### config.mk
export PLATFORM = sky130hd
export DESIGN_NAME = starve_throttle_top
export DESIGN_NICKNAME = d
export VERILOG_FILES = /design/src/rtl/stq_pkg.sv /design/src/rtl/stq_rate_gate.sv /design/src/rtl/stq_window.sv /design/src/rtl/starve_throttle_top.sv
export SDC_FILE = /design/constraint.sdc
export NUM_CORES = 1
export LEC_CHECK = 0
export ABC_AREA = 1
export BUFFER_PORTS_ARGS = -buffer_cell sky130_fd_sc_hd__clkbuf_2
export CORE_ASPECT_RATIO = 0.7
export CORE_MARGIN = 2
export CORE_UTILIZATION = 64
export CTS_BUF_LIST = sky130_fd_sc_hd__clkbuf_16
export CTS_CLUSTER_SIZE = 14
export DETAILED_ROUTE_END_ITERATION = 12
export GPL_ROUTABILITY_DRIVEN = 0
export PLACE_DENSITY_LB_ADDON = 0.08
export SKIP_LAST_GASP = 1
export SLEW_MARGIN = 20
export SYNTH_ARGS = -nofsm -noshare
export SYNTH_HDL_FRONTEND = slang
export SYNTH_SLANG_ARGS = --single-unit
### constraint.sdc
create_clock -name clk -period 6.45 [get_ports clk]
set_input_delay 0 -clock clk [delete_from_list [all_inputs] [get_ports clk]]
set_output_delay 0 -clock clk [all_outputs]
set_load 0.01 [all_outputs]
### src/rtl/stq_pkg.sv
package stq_pkg;
  localparam int unsigned STQ_WIN   = 128;
  localparam int unsigned STQ_CTR_W = 7;

  // classification of one cycle at the injection port
  typedef enum logic [1:0] {
    SLOT_IDLE      = 2'd0,
    SLOT_SENT      = 2'd1,
    SLOT_LINK_BUSY = 2'd2,
    SLOT_THROTTLED = 2'd3
  } slot_e;

  function automatic logic slot_starved(input slot_e s);
    return (s == SLOT_LINK_BUSY) || (s == SLOT_THROTTLED);
  endfunction
endpackage

### src/rtl/stq_rate_gate.sv
// Duty gate: a counter that steps on each eligible attempt, compared against
// the registered rate. Refuses rate_q out of every 2**CTR_W eligible attempts.
module stq_rate_gate #(
  parameter int CTR_W = 7
) (
  input  logic             clk,
  input  logic             rst,
  input  logic [CTR_W-1:0] rate_in,
  input  logic             eligible,
  output logic             allow
);
  localparam logic [CTR_W-1:0] STEP = CTR_W'(1);

  logic [CTR_W-1:0] ctr_q;
  logic [CTR_W-1:0] rate_q;

  always_ff @(posedge clk) begin
    if (rst) begin
      ctr_q  <= '0;
      rate_q <= '0;
    end else begin
      rate_q <= rate_in;
      if (eligible) ctr_q <= ctr_q + STEP;
    end
  end

  assign allow = (ctr_q >= rate_q);
endmodule

### src/rtl/stq_window.sv
// Exact sliding window: shift register of per-cycle bits plus running count.
module stq_window #(
  parameter int WIN   = 128,
  parameter int CNT_W = $clog2(WIN + 1)
) (
  input  logic             clk,
  input  logic             rst,
  input  logic             bit_in,
  output logic [CNT_W-1:0] count
);
  logic [WIN-1:0]   hist_q;
  logic             bit_out;
  logic [CNT_W-1:0] cnt_q;

  generate
    if (WIN > 1) begin : g_shift
      always_ff @(posedge clk) begin
        if (rst) hist_q <= '0;
        else     hist_q <= {hist_q[WIN-2:0], bit_in};
      end
    end else begin : g_single
      always_ff @(posedge clk) begin
        if (rst) hist_q <= '0;
        else     hist_q <= bit_in;
      end
    end
  endgenerate

  assign bit_out = hist_q[WIN-1];

  always_ff @(posedge clk) begin
    if (rst) cnt_q <= '0;
    else if (bit_in && !bit_out) cnt_q <= cnt_q + CNT_W'(1);
    else if (!bit_in && bit_out) cnt_q <= cnt_q - CNT_W'(1);
  end

  assign count = cnt_q;
endmodule

### src/rtl/starve_throttle_top.sv
module starve_throttle_top #(
  parameter int WIN   = stq_pkg::STQ_WIN,
  parameter int CTR_W = stq_pkg::STQ_CTR_W,
  parameter int CNT_W = $clog2(WIN + 1)
) (
  input  logic             clk,
  input  logic             rst,
  input  logic             inject_req,
  input  logic             link_free,
  input  logic [CTR_W-1:0] rate_in,
  output logic             inject_grant,
  output logic [CNT_W-1:0] starve_count
);
  import stq_pkg::*;

  logic  eligible;
  logic  allow;
  slot_e slot;

  assign eligible = inject_req & link_free;

  stq_rate_gate #(.CTR_W(CTR_W)) u_gate (
    .clk      (clk),
    .rst      (rst),
    .rate_in  (rate_in),
    .eligible (eligible),
    .allow    (allow)
  );

  always_comb begin
    if (!inject_req)    slot = SLOT_IDLE;
    else if (!link_free) slot = SLOT_LINK_BUSY;
    else if (allow)      slot = SLOT_SENT;
    else                 slot = SLOT_THROTTLED;
  end

  assign inject_grant = (slot == SLOT_SENT);

  stq_window #(.WIN(WIN), .CNT_W(CNT_W)) u_win (
    .clk    (clk),
    .rst    (rst),
    .bit_in (slot_starved(slot)),
    .count  (starve_count)
  );
endmodule

# Yosys cells after proc, flatten, opt, wreduce, memory -nomap -nowiden
# Cells that the tools add are included.
dict set report op_classes {
  add_sub_neg 3
  n_lt_le_gt_ge 1
  eq_ne 3
  muxes 5
  n_bitwise 1
  n_reduce_logical 6
}
# op n
set op_table {}
lappend op_table {{8-bit 2-to-1 mux} 2}
lappend op_table {{8-bit by 1-bit adder with 8-bit output (second input constant)} 1}
lappend op_table {{8-bit by 1-bit subtractor with 8-bit output (second input constant)} 1}
lappend op_table {{7-bit by 1-bit adder with 7-bit output (second input constant)} 1}
lappend op_table {{7-bit greater-or-equal comparator} 1}
lappend op_table {{2-bit 2-to-1 mux} 3}
lappend op_table {{2-bit == test (second input constant)} 2}
lappend op_table {{2-bit by 1-bit == test with 1-bit output (second input constant)} 1}
lappend op_table {{1-bit logical AND} 2}
lappend op_table {{1-bit logical NOT} 2}
lappend op_table {{2-bit nonzero test} 1}
lappend op_table {{1-bit AND} 1}
lappend op_table {{1-bit logical OR} 1}
dict set report totals {
  reg_bits 150
  inputBits 11
  output_inout_bits 9
  word_cells 23
}

# Longest topological paths before layout
# Gate-level depths: netlist (run 1).
dict set report depth {
  word_depth 10
  depth_mapped 20
  depth_no_buf 20
}

# Cells and area by module
# A second synthesis (run 1) with hierarchy kept.
dict set report unflattened {
  hier_cells 596
  area_unflattened_um2 4981.0
}
# mod instances cells_each area_each_um2 seq_area_each_um2
set by_module_without_submodules {}
lappend by_module_without_submodules {stq_window 1 497 4271.6 2722.6}
lappend by_module_without_submodules {stq_rate_gate 1 93 685.7 280.3}
lappend by_module_without_submodules {starve_throttle_top 1 6 23.8 0.0}

# Least setup slack after synthesis (run 1)
# Ideal clock, no wire load.
dict set report synth_path {
  kind {reg-to-reg}
  startpoint {register u_gate.ctr_q[0]}
  endpoint {register u_win.cnt_q[7] (netlist: u_win.count[7])}
  setup_ps 109
  t_arrival_ps 2314
  t_required_ps 6341
  setup_slack_ps 4027
  stages_incl_launch_ff 20
  n_path_buf 0
  period_less_slack_ps 2423
  path_cell_list {dfxtp_1 inv_1 ha_1 nand2_1 nor2_1 nand3_1 nand3_1 nand2_1 nand2_1 inv_1 ha_1 inv_1 ha_1 or2_1 nand3_1 nand2_1 nand2_1 nand3_1 nand2_1 inv_1}
}
dict set report synth_via {
  elab_chain_len 9
  word_cells_on_any_way 12
  classes_between {1 x order compare; 2 x eq/ne; 4 x mux; 5 x reduce/logical}
}
# element line_no
set synth_rtl {}
lappend synth_rtl {{start, declared} stq_rate_gate.sv:14} ;# logic [CTR_W-1:0] ctr_q;
lappend synth_rtl {{start signal, assigned} stq_rate_gate.sv:23} ;# if (eligible) ctr_q <= ctr_q + STEP;
lappend synth_rtl {{7-bit greater-or-equal comparator *} stq_rate_gate.sv:27} ;# assign allow = (ctr_q >= rate_q);
lappend synth_rtl {{2-bit 2-to-1 mux *} starve_throttle_top.sv:33} ;# else if (allow) slot = SLOT_SENT;
lappend synth_rtl {{2-bit 2-to-1 mux *} starve_throttle_top.sv:32} ;# else if (!link_free) slot = SLOT_LINK_BUSY;
lappend synth_rtl {{2-bit 2-to-1 mux *} starve_throttle_top.sv:31} ;# if (!inject_req) slot = SLOT_IDLE;
lappend synth_rtl {{2-bit == test} stq_pkg.sv:14} ;# return (s == SLOT_LINK_BUSY) || (s == SLOT_THROTTLED);
lappend synth_rtl {{1-bit logical OR *} stq_pkg.sv:14}
lappend synth_rtl {{named net u_win.bit_in} stq_window.sv:8} ;# input logic bit_in,
lappend synth_rtl {{1-bit logical NOT} stq_window.sv:34} ;# else if (!bit_in && bit_out) cnt_q <= cnt_q - CNT_W'(1);
lappend synth_rtl {{1-bit logical AND} stq_window.sv:34}
lappend synth_rtl {{2-bit nonzero test (no source line)} n/a}
lappend synth_rtl {{end signal, assigned} stq_window.sv:33} ;# else if (bit_in && !bit_out) cnt_q <= cnt_q + CNT_W'(1);
lappend synth_rtl {{end signal, assigned} stq_window.sv:34}
lappend synth_rtl {{end, declared} stq_window.sv:13} ;# logic [CNT_W-1:0] cnt_q;
# Mark *: on every way through the listed nets, which the timed path passes. The rest lies on a longest branch.
# A chain may end at the register's enable or synchronous reset.

# Worst setup path after layout (run 1)
dict set report layout_path {
  startpoint {register u_gate.ctr_q[2]}
  endpoint {register u_win.cnt_q[5] (netlist: u_win.count[5])}
}
# Same word-level chain as after synthesis.

==> results of run 1 <==
==> cell usage after synthesis, drive strengths merged <==
library cell | instances | area share [%]
buf | 12 | 1.2
clkbuf | 5 | 0.38
or2 | 1 | 0.13
nor2 | 164 | 13
xnor2 | 1 | 0.18
nand3 | 12 | 1.3
a21oi | 6 | 0.60
o21bai | 1 | 0.23
bufinv | 1 | 0.35
o211ai | 1 | 0.15
fa | 1 | 0.40
o21ai | 3 | 0.30
xor2 | 4 | 0.70
nand4 | 2 | 0.25
nor3 | 2 | 0.20
nand3b | 3 | 0.45
nand2 | 48 | 3.8
dfxtp | 150 | 60
ha | 15 | 3.8
inv | 170 | 13
==> path summary, 6_finish.rpt <==
| kind | endpoint | slack [ps] | depth (start not counted) |
|---|---|---|---|
| worst max-delay path | u_win.count[5] | 3710 | 18 |
| worst min-delay path | u_win.hist_q[29] | 50 | 2 |
| worst max register to register | u_win.count[5] | 3710 | 18 |
| worst min register to register | u_win.hist_q[127] | 400 | 2 |
==> state kept, by name, indices dropped and copies added (netlist names) <==
register       count
u_gate.ctr_q       7
u_win.count        8
u_gate.rate_q      7
u_win.hist_q     128
==> per-stage QoR <==
step                worst slack (ps)  utilization (%)  cells
finish                          3710             78.5    745
detailed placement              3750             69.3    703
global placement                3900             69.3    703
CTS                             3740             78.5    745
floorplan                       4030                -    602
global route                    3410             78.5    745
==> logic make-up after synthesis <==
logic type / Yosys count / share of synthesized area, %
flops: 150 / 60.2
xor+xnor: 5 / 0.877
fa+ha+maj: 16 / 4.16
compound gates: 11 / 1.28
buf+inv: 188 / 14.7
simple gates: 232 / 18.9
==> routing by layer <==
metal	GRT usage, %	share of wire [%]	vias to the layer above	wire length [um]
met5	0	0	-	0
met4	10.5	1.3	0	95
met3	6.22	3.7	11	275
met2	31.0	46	45	3360
met1	25.0	49	1413	3650
li1	-	-	1752	-
==> worst register-to-register path, delay by kind of cell (launching register included) <==
kind                       cells  cell delay [ps]
AOI/OAI and AO/OA              1              170
adders and majority gates      3              820
buffers and inverters          3              240
DFF                            1              410
and+or+nand+nor               11             1000
==> power by group through the flow <==
stage	combinational [W]	sequential [W]	clock, W
after floorplan	0.0000924	0.000971	0
after global placement	0.000118	0.000969	0
after detailed placement	0.000123	0.000970	0
after CTS	0.000129	0.000949	0.000960
after global routing	0.000148	0.000950	0.00100
final	0.000129	0.000949	0.000943
==> area by class of cell <==
class | instances | area share [%]
Clock inverter | 15 | 2.64
Tap cell | 98 | 2.11
Clock buffer | 17 | 7.31
Multi-Input combinational cell | 264 | 21.6
Timing Repair Buffer | 30 | 3.52
Inverter | 171 | 11.3
Sequential cell | 150 | 51.6
==> timing repair <==
action	in CTS	in global routing
buffers inserted	0	0
gates resized for setup	0	0
hold endpoints to repair	10	0
hold buffers	10	0
==> results_dict.tcl, run 1 <==
set metrics [dict create \
    run_status "completed" \
    worstPathBufferInverterCount 3 \
    power.leakage_nw 2.54 \
    fmax_mhz 365 \
    p_clk_share_pct 46.6 \
    area.sequential_mm2 0.00300 \
    post_synth.cell_area_avg_um2 8.29 \
    arrival_ps 3050 \
    clockBufferDepth 2 \
    worst_path_most_repeated_cell "nand2_1" \
    drc 0 \
    slew_margin_rel_pct 46.9 \
    gr-total-overflow 0 \
    r2r_path_start "u_gate.ctr_q[2]" \
    startpoint_type "flop" \
    place.detailed.hpwl_um 4290 \
    internal_power_summed_over_all_cells_w 0.00156 \
    timing.max_cap.violations 0 \
    dr_total_vias 3221 \
    ir_drop_v 0.000295 \
    clock_tree.htree_level_count 4 \
    gr-usage-all-layers_pct 20.0 \
    syn-instance-count 602 \
    final_hold_viol_count 0 \
    area.growth.synth_to_final_pct 16.6 \
    setup.worst_path.start "u_gate.ctr_q[2]" \
    grt_max_degree 86 \
    final_common_cell "inv_1" \
    endpoint_kind "flop" \
    slowest_stage "dfxtp_1" \
    p_comb_share_pct 6.4 \
    design.die.area_mm2 0.00853 \
    total_power_w 0.00202 \
    nFillCells 500 \
    worstMarginPinSlew_ps 796 \
    cts.root.buffer_cell "clkbuf_16" \
    antenna_cells_inserted 0 \
    critical_path.max_stage_delay_ps 410 \
    most-common-layout-cells "166 x inv_1, 160 x nor2_1, 150 x dfxtp_1" \
    postSynthRegisterBits 150 \
    dieWidth_um 110 \
    min_period_ps 2740 \
    crit_type "flop to flop" \
    worst_hold_path_type "primary input to flop" \
    cts.sinks 150 \
    power.density_mw_per_mm2 347 \
    grt_setup_unrepaired "no" \
    die_height_um 77.9 \
    beginning_of_the_worst_hold_path "rst" \
    first_global_vias 3111 \
    worstPathCellList "ha_1 > a21oi_1 > nand2_1 > nand2_1 > nand3_1 > nand2_1 > nand2_1 > inv_1 > ha_1 > inv_1 > ha_1 > or2_1 > nand3b_1 > nand2_1 > nand2_1 > nand3_1 > nand2_1 > inv_1" \
    finalNetCount 661 \
    cts-buffers-inserted 17 \
    clk_pin_slew_ps 60 \
    clock_tree_from_tritoncts "built" \
    placeableCoreArea_mm2 0.00742 \
    initial_utilization_pct 67.3 \
    final_area_mm2 0.00582 \
    std_cell_rows 26 \
    fraction_of_layout_cells_with_a_size_suffix_above_1_pct 9.89 \
    insertion_delay_ps 420 \
    crit_family "simple AND/OR/NAND/NOR gates" \
    totalNegativeSetupSlack_ps 0 \
    switching_share_pct 22.9 \
    ys_seq_area_share_pct 60.2 \
    total_area_of_multi_input_combinational_cells_mm2 0.00126 \
    syn_area_mm2 0.00499 \
    io_buffers 19 \
    grt_antenna_before_repair 0 \
    critPathMaxFanout 7 \
    max_slew_vio_count 0 \
    totalWireLength_um 7380 \
    final.setup_skew_ps 13.5 \
    seq_power_share_pct 47.0 \
    synth_unique_cells 27 \
    post_drt_wl_per_cell_um 9.91 \
    drt-pass1-iter-count 5 \
    setup_viol 0 \
    timing.final.crit_share_pct 42.5 \
    yosys_warnings 0 \
    dpl-instance-area_mm2 0.00514 \
    total_switching_power_w 0.000462 \
    via_density_per_instance 4.32 \
    postRouteAntennaNets 0 \
    detailedRoute.firstIterationViolations 197 \
    required_ps 6760 \
    num_io_pins 20 \
    final.hold.worst_slack_ps 50.4 \
    grt_pass1_wl_um 13100 \
    synth_fp_nets 629 \
]
Note: power is estimated with default switching activity, not from simulation.
==> run 2: changes to the inputs <==
Settings changed: CORE_UTILIZATION 64 to 54.
Clock period 6.45 ns to 2.52 ns, I/O delays scaled along.
==> run 2 against run 1 <==
- total power grew to 2.7 times the previous value
- count of clock-buffer cells in the layout stayed put
- clock power grew to 2.6 times the previous value
- first-iteration DRC count is 19% lower
- worst hold slack worse by 2.8 ps
- clock skew is 7.0 ps lower
- setup slack worse by 3600 ps
- non-clock buffer count is 17 higher
==> results_dict.tcl, run 2 (synthesis gave the netlist of run 1 again) <==
set metrics [dict create \
    worstPathCellList "inv_2 > ha_4 > nand2_1 > nand2_1 > a21oi_2 > nand3_2 > nand2_2 > nand2_2 > inv_2 > ha_4 > clkinv_8 > ha_4 > or2_4 > nand3b_1 > nand2_1 > nand2_1 > nand3_1 > nand2_1 > inv_1" \
    total_area_of_multi_input_combinational_cells_mm2 0.00150 \
    antenna_cells_inserted 0 \
    totalNegativeSetupSlack_ps 0 \
    ir_drop_v 0.000440 \
    setup_viol 0 \
    final_area_mm2 0.00627 \
    clock_tree_from_tritoncts "built" \
    timing.hold.worst_path_depth 5 \
    stages_on_the_worst_setup_path 19 \
    timing.final.ws_setup_ps 63.3 \
    gr-usage-all-layers_pct 16.6 \
    timing.max_cap.violations 0 \
    clock_tree.htree_level_count 4 \
    worstMarginPinSlew_ps 387 \
    arrival_ps 2760 \
    final_common_cell "inv_1" \
    num_io_pins 20 \
    power.leakage_nw 2.65 \
    insertion_delay_ps 410 \
    via_density_per_instance 4.23 \
    dieWidth_um 119 \
    number_of_flip_flops_under_the_largest_register_name 128 \
    drt-pass1-iter-count 4 \
    die_height_um 84.4 \
    detailedRoute.firstIterationViolations 160 \
    detailedPlace.worstSlack_ps -109 \
    crit_type "flop to flop" \
    critical_path.max_stage_delay_ps 310 \
    std_cell_rows 29 \
    min_period_ps 2460 \
    post_drt_wl_per_cell_um 9.83 \
    fmax_mhz 407 \
    reg2regPathDepth 19 \
    dr_total_vias 3331 \
    critPathMaxFanout 7 \
    max_slew_vio_count 0 \
    required_ps 2830 \
    endpoint_kind "flop" \
    cts.root.buffer_cell "clkbuf_16" \
    worst_path_most_repeated_cell "nand2_1" \
    postRouteAntennaNets 0 \
    drc 0 \
    gr-total-overflow 0 \
    power.density_mw_per_mm2 855 \
    final.setup_skew_ps 6.45 \
    final.hold.worst_slack_ps 47.6 \
    initial_utilization_pct 55.3 \
    grt_max_degree 72 \
    nFillCells 665 \
    fraction_of_layout_cells_with_a_size_suffix_above_1_pct 18.8 \
    cts-buffers-inserted 17 \
    area.sequential_mm2 0.00301 \
    dpl-instance-area_mm2 0.00526 \
    slew_margin_rel_pct 74.2 \
    area.growth.synth_to_final_pct 25.7 \
    grt_antenna_before_repair 0 \
    worst_hold_path_type "primary input to flop" \
    grt_pass1_wl_um 13200 \
    most-common-layout-cells "160 x inv_1, 157 x nor2_1, 143 x dfxtp_1" \
    finalNetCount 678 \
    reg2reg_setup_slack_ps 60 \
    startpoint_type "flop" \
    run_status "completed" \
    cts.sinks 150 \
    slowest_stage "dfxtp_2" \
    place.detailed.hpwl_um 4310 \
    total_power_w 0.00537 \
    clockBufferDepth 2 \
    final_hold_viol_count 0 \
    crit_family "simple AND/OR/NAND/NOR gates" \
    worstPathBufferInverterCount 4 \
    timing.final.crit_share_pct 97.5 \
    design.die.area_mm2 0.0100 \
    totalWireLength_um 7740 \
    grt_setup_unrepaired "yes" \
    io_buffers 19 \
    top_register "u_win.hist_q" \
    first_global_vias 3213 \
    placeableCoreArea_mm2 0.00903 \
    clk_pin_slew_ps 60 \
]
run 2: cell count changes in the layout (fill, tap and decap cells not counted), moves of 4 or more:
cell	previous run	this run
nand2_1	44	33
dfxtp_2	0	7
inv_1	166	160
nand2_2	4	14
a21oi_1	6	2
dlygate4sd3_1	10	15
a21oi_2	0	4
ha_1	15	2
ha_4	0	13
dfxtp_1	150	143
inv_2	4	10
buf_4	2	13
run 2: power by group:
part | leakage [nW] | internal, W | total [W] | switching, W
Clock | 0.287 | 0.00154 | 0.00247 | 0.000934
Combinational | 1.15 | 0.000203 | 0.000452 | 0.000249
Sequential | 1.21 | 0.00240 | 0.00244 | 0.0000355
run 2: routing by layer:
metal / up-vias / GRT usage (%) / wire (um) / share of wire (%)
met1: 1498 / 19.2 / 3760 / 49
met2: 39 / 27.2 / 3560 / 46
met4: 0 / 7.36 / 140 / 1.8
met3: 10 / 6.93 / 283 / 3.7
met5: - / 0 / 0 / 0
li1: 1784 / - / - / -
run 2: final timing paths:
path,from,to
max,u_gate.rate_q[4],u_win.count[5]
min reg2reg,u_win.hist_q[126],u_win.hist_q[127]
max reg2reg,u_gate.rate_q[4],u_win.count[5]
min,link_free,u_gate.ctr_q[1]
run 2: layout make-up:
| class | count | share of cell area [%] |
|---|---|---|
| Clock buffer | 17 | 6.78 |
| Inverter | 171 | 10.6 |
| Multi-Input combinational cell | 264 | 23.8 |
| Clock inverter | 15 | 2.57 |
| Sequential cell | 150 | 48.0 |
| Tap cell | 124 | 2.47 |
| Timing Repair Buffer | 47 | 5.70 |
run 2: repair_timing:
action,CTS,global route
hold endpoints to repair,23,0
cloned,0,0
endpoints found under the setup margin,5,6
resized for setup,11,45
pin swaps,0,18
hold buffers,15,0
buffers inserted,0,2
run 2: through the flow:
stage / std cells / util (%)
floorplan: 602 / -
global placement: 739 / 58.3
detailed placement: 739 / 58.3
CTS: 786 / 67.3
global route: 788 / 69.5
finish: 788 / 69.5
run 2: worst register-to-register path: cells and delay by family, from the launching register on:
family	cells	cell delay (ps)
flip-flops	1	310
adder cells (fa/ha/maj)	3	620
AO/OA/AOI/OAI	1	160
AND/OR/NAND/NOR	11	1020
buffers and inverters	4	260
==> run 3: changes to the inputs <==
Settings changed: GPL_TIMING_DRIVEN set to 0, MAX_ROUTING_LAYER set to met4.
==> run 3 against run 2 <==
- critical path type unchanged
- combinational power grew 4%
- die area unchanged
- first-iteration DRC count decreased by 33%
- the flow now finishes with violations (setup timing)
- final area grew 0.48%
==> results_dict.tcl, run 3 (synthesis gave the netlist of run 1 again) <==
set metrics [dict create \
    total_area_of_multi_input_combinational_cells_mm2 0.00151 \
    via_density_per_instance 4.19 \
    die_height_um 84.4 \
    timing.max_cap.violations 0 \
    fmax_mhz 388 \
    timing.final.crit_share_pct 102 \
    top_register "u_win.hist_q" \
    drc 0 \
    arrival_ps 2880 \
    worst_path_most_repeated_cell "nand2_1" \
    slew_margin_rel_pct 67.2 \
    clockBufferDepth 2 \
    insertion_delay_ps 410 \
    global_route.usage.met1_pct 20.6 \
    startpoint_type "flop" \
    crit_family "simple AND/OR/NAND/NOR gates" \
    clock_tree_from_tritoncts "built" \
    design.die.area_mm2 0.0100 \
    std_cell_rows 29 \
    final_hold_viol_count 0 \
    fraction_of_layout_cells_with_a_size_suffix_above_1_pct 18.9 \
    clk_pin_slew_ps 60 \
    gr-usage-all-layers_pct 17.3 \
    run_status "finished, violations left" \
    first_global_vias 3176 \
    busiest_layer "met2" \
    slowest_stage "dfxtp_2" \
    grt_setup_unrepaired "yes" \
    initial_utilization_pct 55.3 \
    required_ps 2830 \
    placeableCoreArea_mm2 0.00903 \
    postRouteAntennaNets 0 \
    total_power_w 0.00557 \
    cts.sinks 150 \
    io_buffers 18 \
    num_io_pins 20 \
    worstMarginPinSlew_ps 492 \
    gr-total-overflow 0 \
    crit_type "flop to flop" \
    cts.root.buffer_cell "clkbuf_16" \
    number_of_flip_flops_under_the_largest_register_name 128 \
    met3_usage_pct 6.73 \
    reg2regPathDepth 19 \
    most-common-layout-cells "162 x inv_1, 158 x nor2_1, 141 x dfxtp_1" \
    detailedPlace.worstSlack_ps -250 \
    worstPathCellList "inv_1 > ha_1 > nand2_1 > nor2_1 > nand3_1 > nand3_2 > nand2_2 > nand2_2 > inv_2 > ha_4 > clkinv_8 > ha_4 > or2_4 > nand3b_1 > nand2_1 > nand2_1 > nand3_1 > nand2_1 > inv_1" \
    worst_hold_path_type "primary input to flop" \
    detailedRoute.firstIterationViolations 107 \
    timing.final.ws_setup_ps -54.5 \
    power.density_mw_per_mm2 884 \
    dr_total_vias 3318 \
    final_common_cell "inv_1" \
    max_slew_vio_count 0 \
    finalNetCount 682 \
    nFillCells 688 \
    critPathMaxFanout 7 \
    failing_checks "setup timing" \
    instances_no_fill 792 \
    area.growth.synth_to_final_pct 26.3 \
    antenna_cells_inserted 0 \
    place.detailed.hpwl_um 4560 \
    worstPathBufferInverterCount 4 \
    timing.hold.worst_path_depth 3 \
    power.leakage_nw 2.66 \
    drt-pass1-iter-count 4 \
    area.sequential_mm2 0.00302 \
    dieWidth_um 119 \
    endpoint_kind "flop" \
    totalNegativeSetupSlack_ps -54.5 \
    post_drt_wl_per_cell_um 10.0 \
    setup_viol 1 \
    ir_drop_v 0.000507 \
    stages_on_the_worst_setup_path 19 \
    totalWireLength_um 7920 \
    min_period_ps 2570 \
    final.setup_skew_ps 7.02 \
    post-place-cells 744 \
    grt_pass1_wl_um 13300 \
    cts-buffers-inserted 17 \
    critical_path.max_stage_delay_ps 340 \
    grt.met2_usage_pct 26.3 \
    clock_tree.htree_level_count 4 \
    grt_max_degree 17 \
    grt_antenna_before_repair 0 \
]
-- run 3: final timing paths --
path	slack, ps	to	start
max	-50	u_win.count[5]	u_gate.ctr_q[0]
min	100	u_win.hist_q[83]	rst
max reg2reg	-50	u_win.count[5]	u_gate.ctr_q[0]
min reg2reg	400	u_win.hist_q[38]	u_win.hist_q[37]
-- run 3: cell type report --
cell class / count / area share [%]
buffer: 17 / 1.21
clock buffer: 17 / 6.75
clock inverter: 15 / 3.31
inverter: 171 / 10.6
multi-input combinational: 264 / 24.0
sequential: 150 / 47.9
tap: 124 / 2.46
timing repair buffer: 34 / 3.79
-- run 3: timing repair --
action,in CTS,in global routing
endpoints found under the hold margin,10,0
gates resized for setup,15,47
pin swaps,5,24
hold buffers,10,0
endpoints found under the setup margin,6,5
setup buffers,1,5
-- run 3: worst min-delay path: cells and delay by family --
| kind | cells | cell delay, ps |
|---|---|---|
| buffers and inverters | 2 | 360 |
| and+or+nand+nor | 1 | 100 |
-- run 3: per-stage QoR --
| step | util (%) | cell area, um2 | hold slack (ps) |
|---|---|---|---|
| global route | 69.8 | 6300 | 121 |
| global placement | 58.0 | 5240 | 192 |
| finish | 69.8 | 6300 | 98.3 |
| CTS | 66.7 | 6030 | 94.0 |
| detailed placement | 58.0 | 5240 | 197 |
| floorplan | - | 4990 | 107 |
-- run 3: layer usage --
metal  up-vias  share of wire (%)
li1       1800                  -
met1      1461                 48
met2        46                 46
met3        11                4.5
met4         0                1.4
met5         -                  0
-- run 3: power by group --
| part | switching, W | leakage (nW) | internal [W] |
|---|---|---|---|
| Combinational | 0.000261 | 1.13 | 0.000208 |
| Sequential | 0.0000348 | 1.22 | 0.00240 |
| Clock | 0.000924 | 0.313 | 0.00174 |
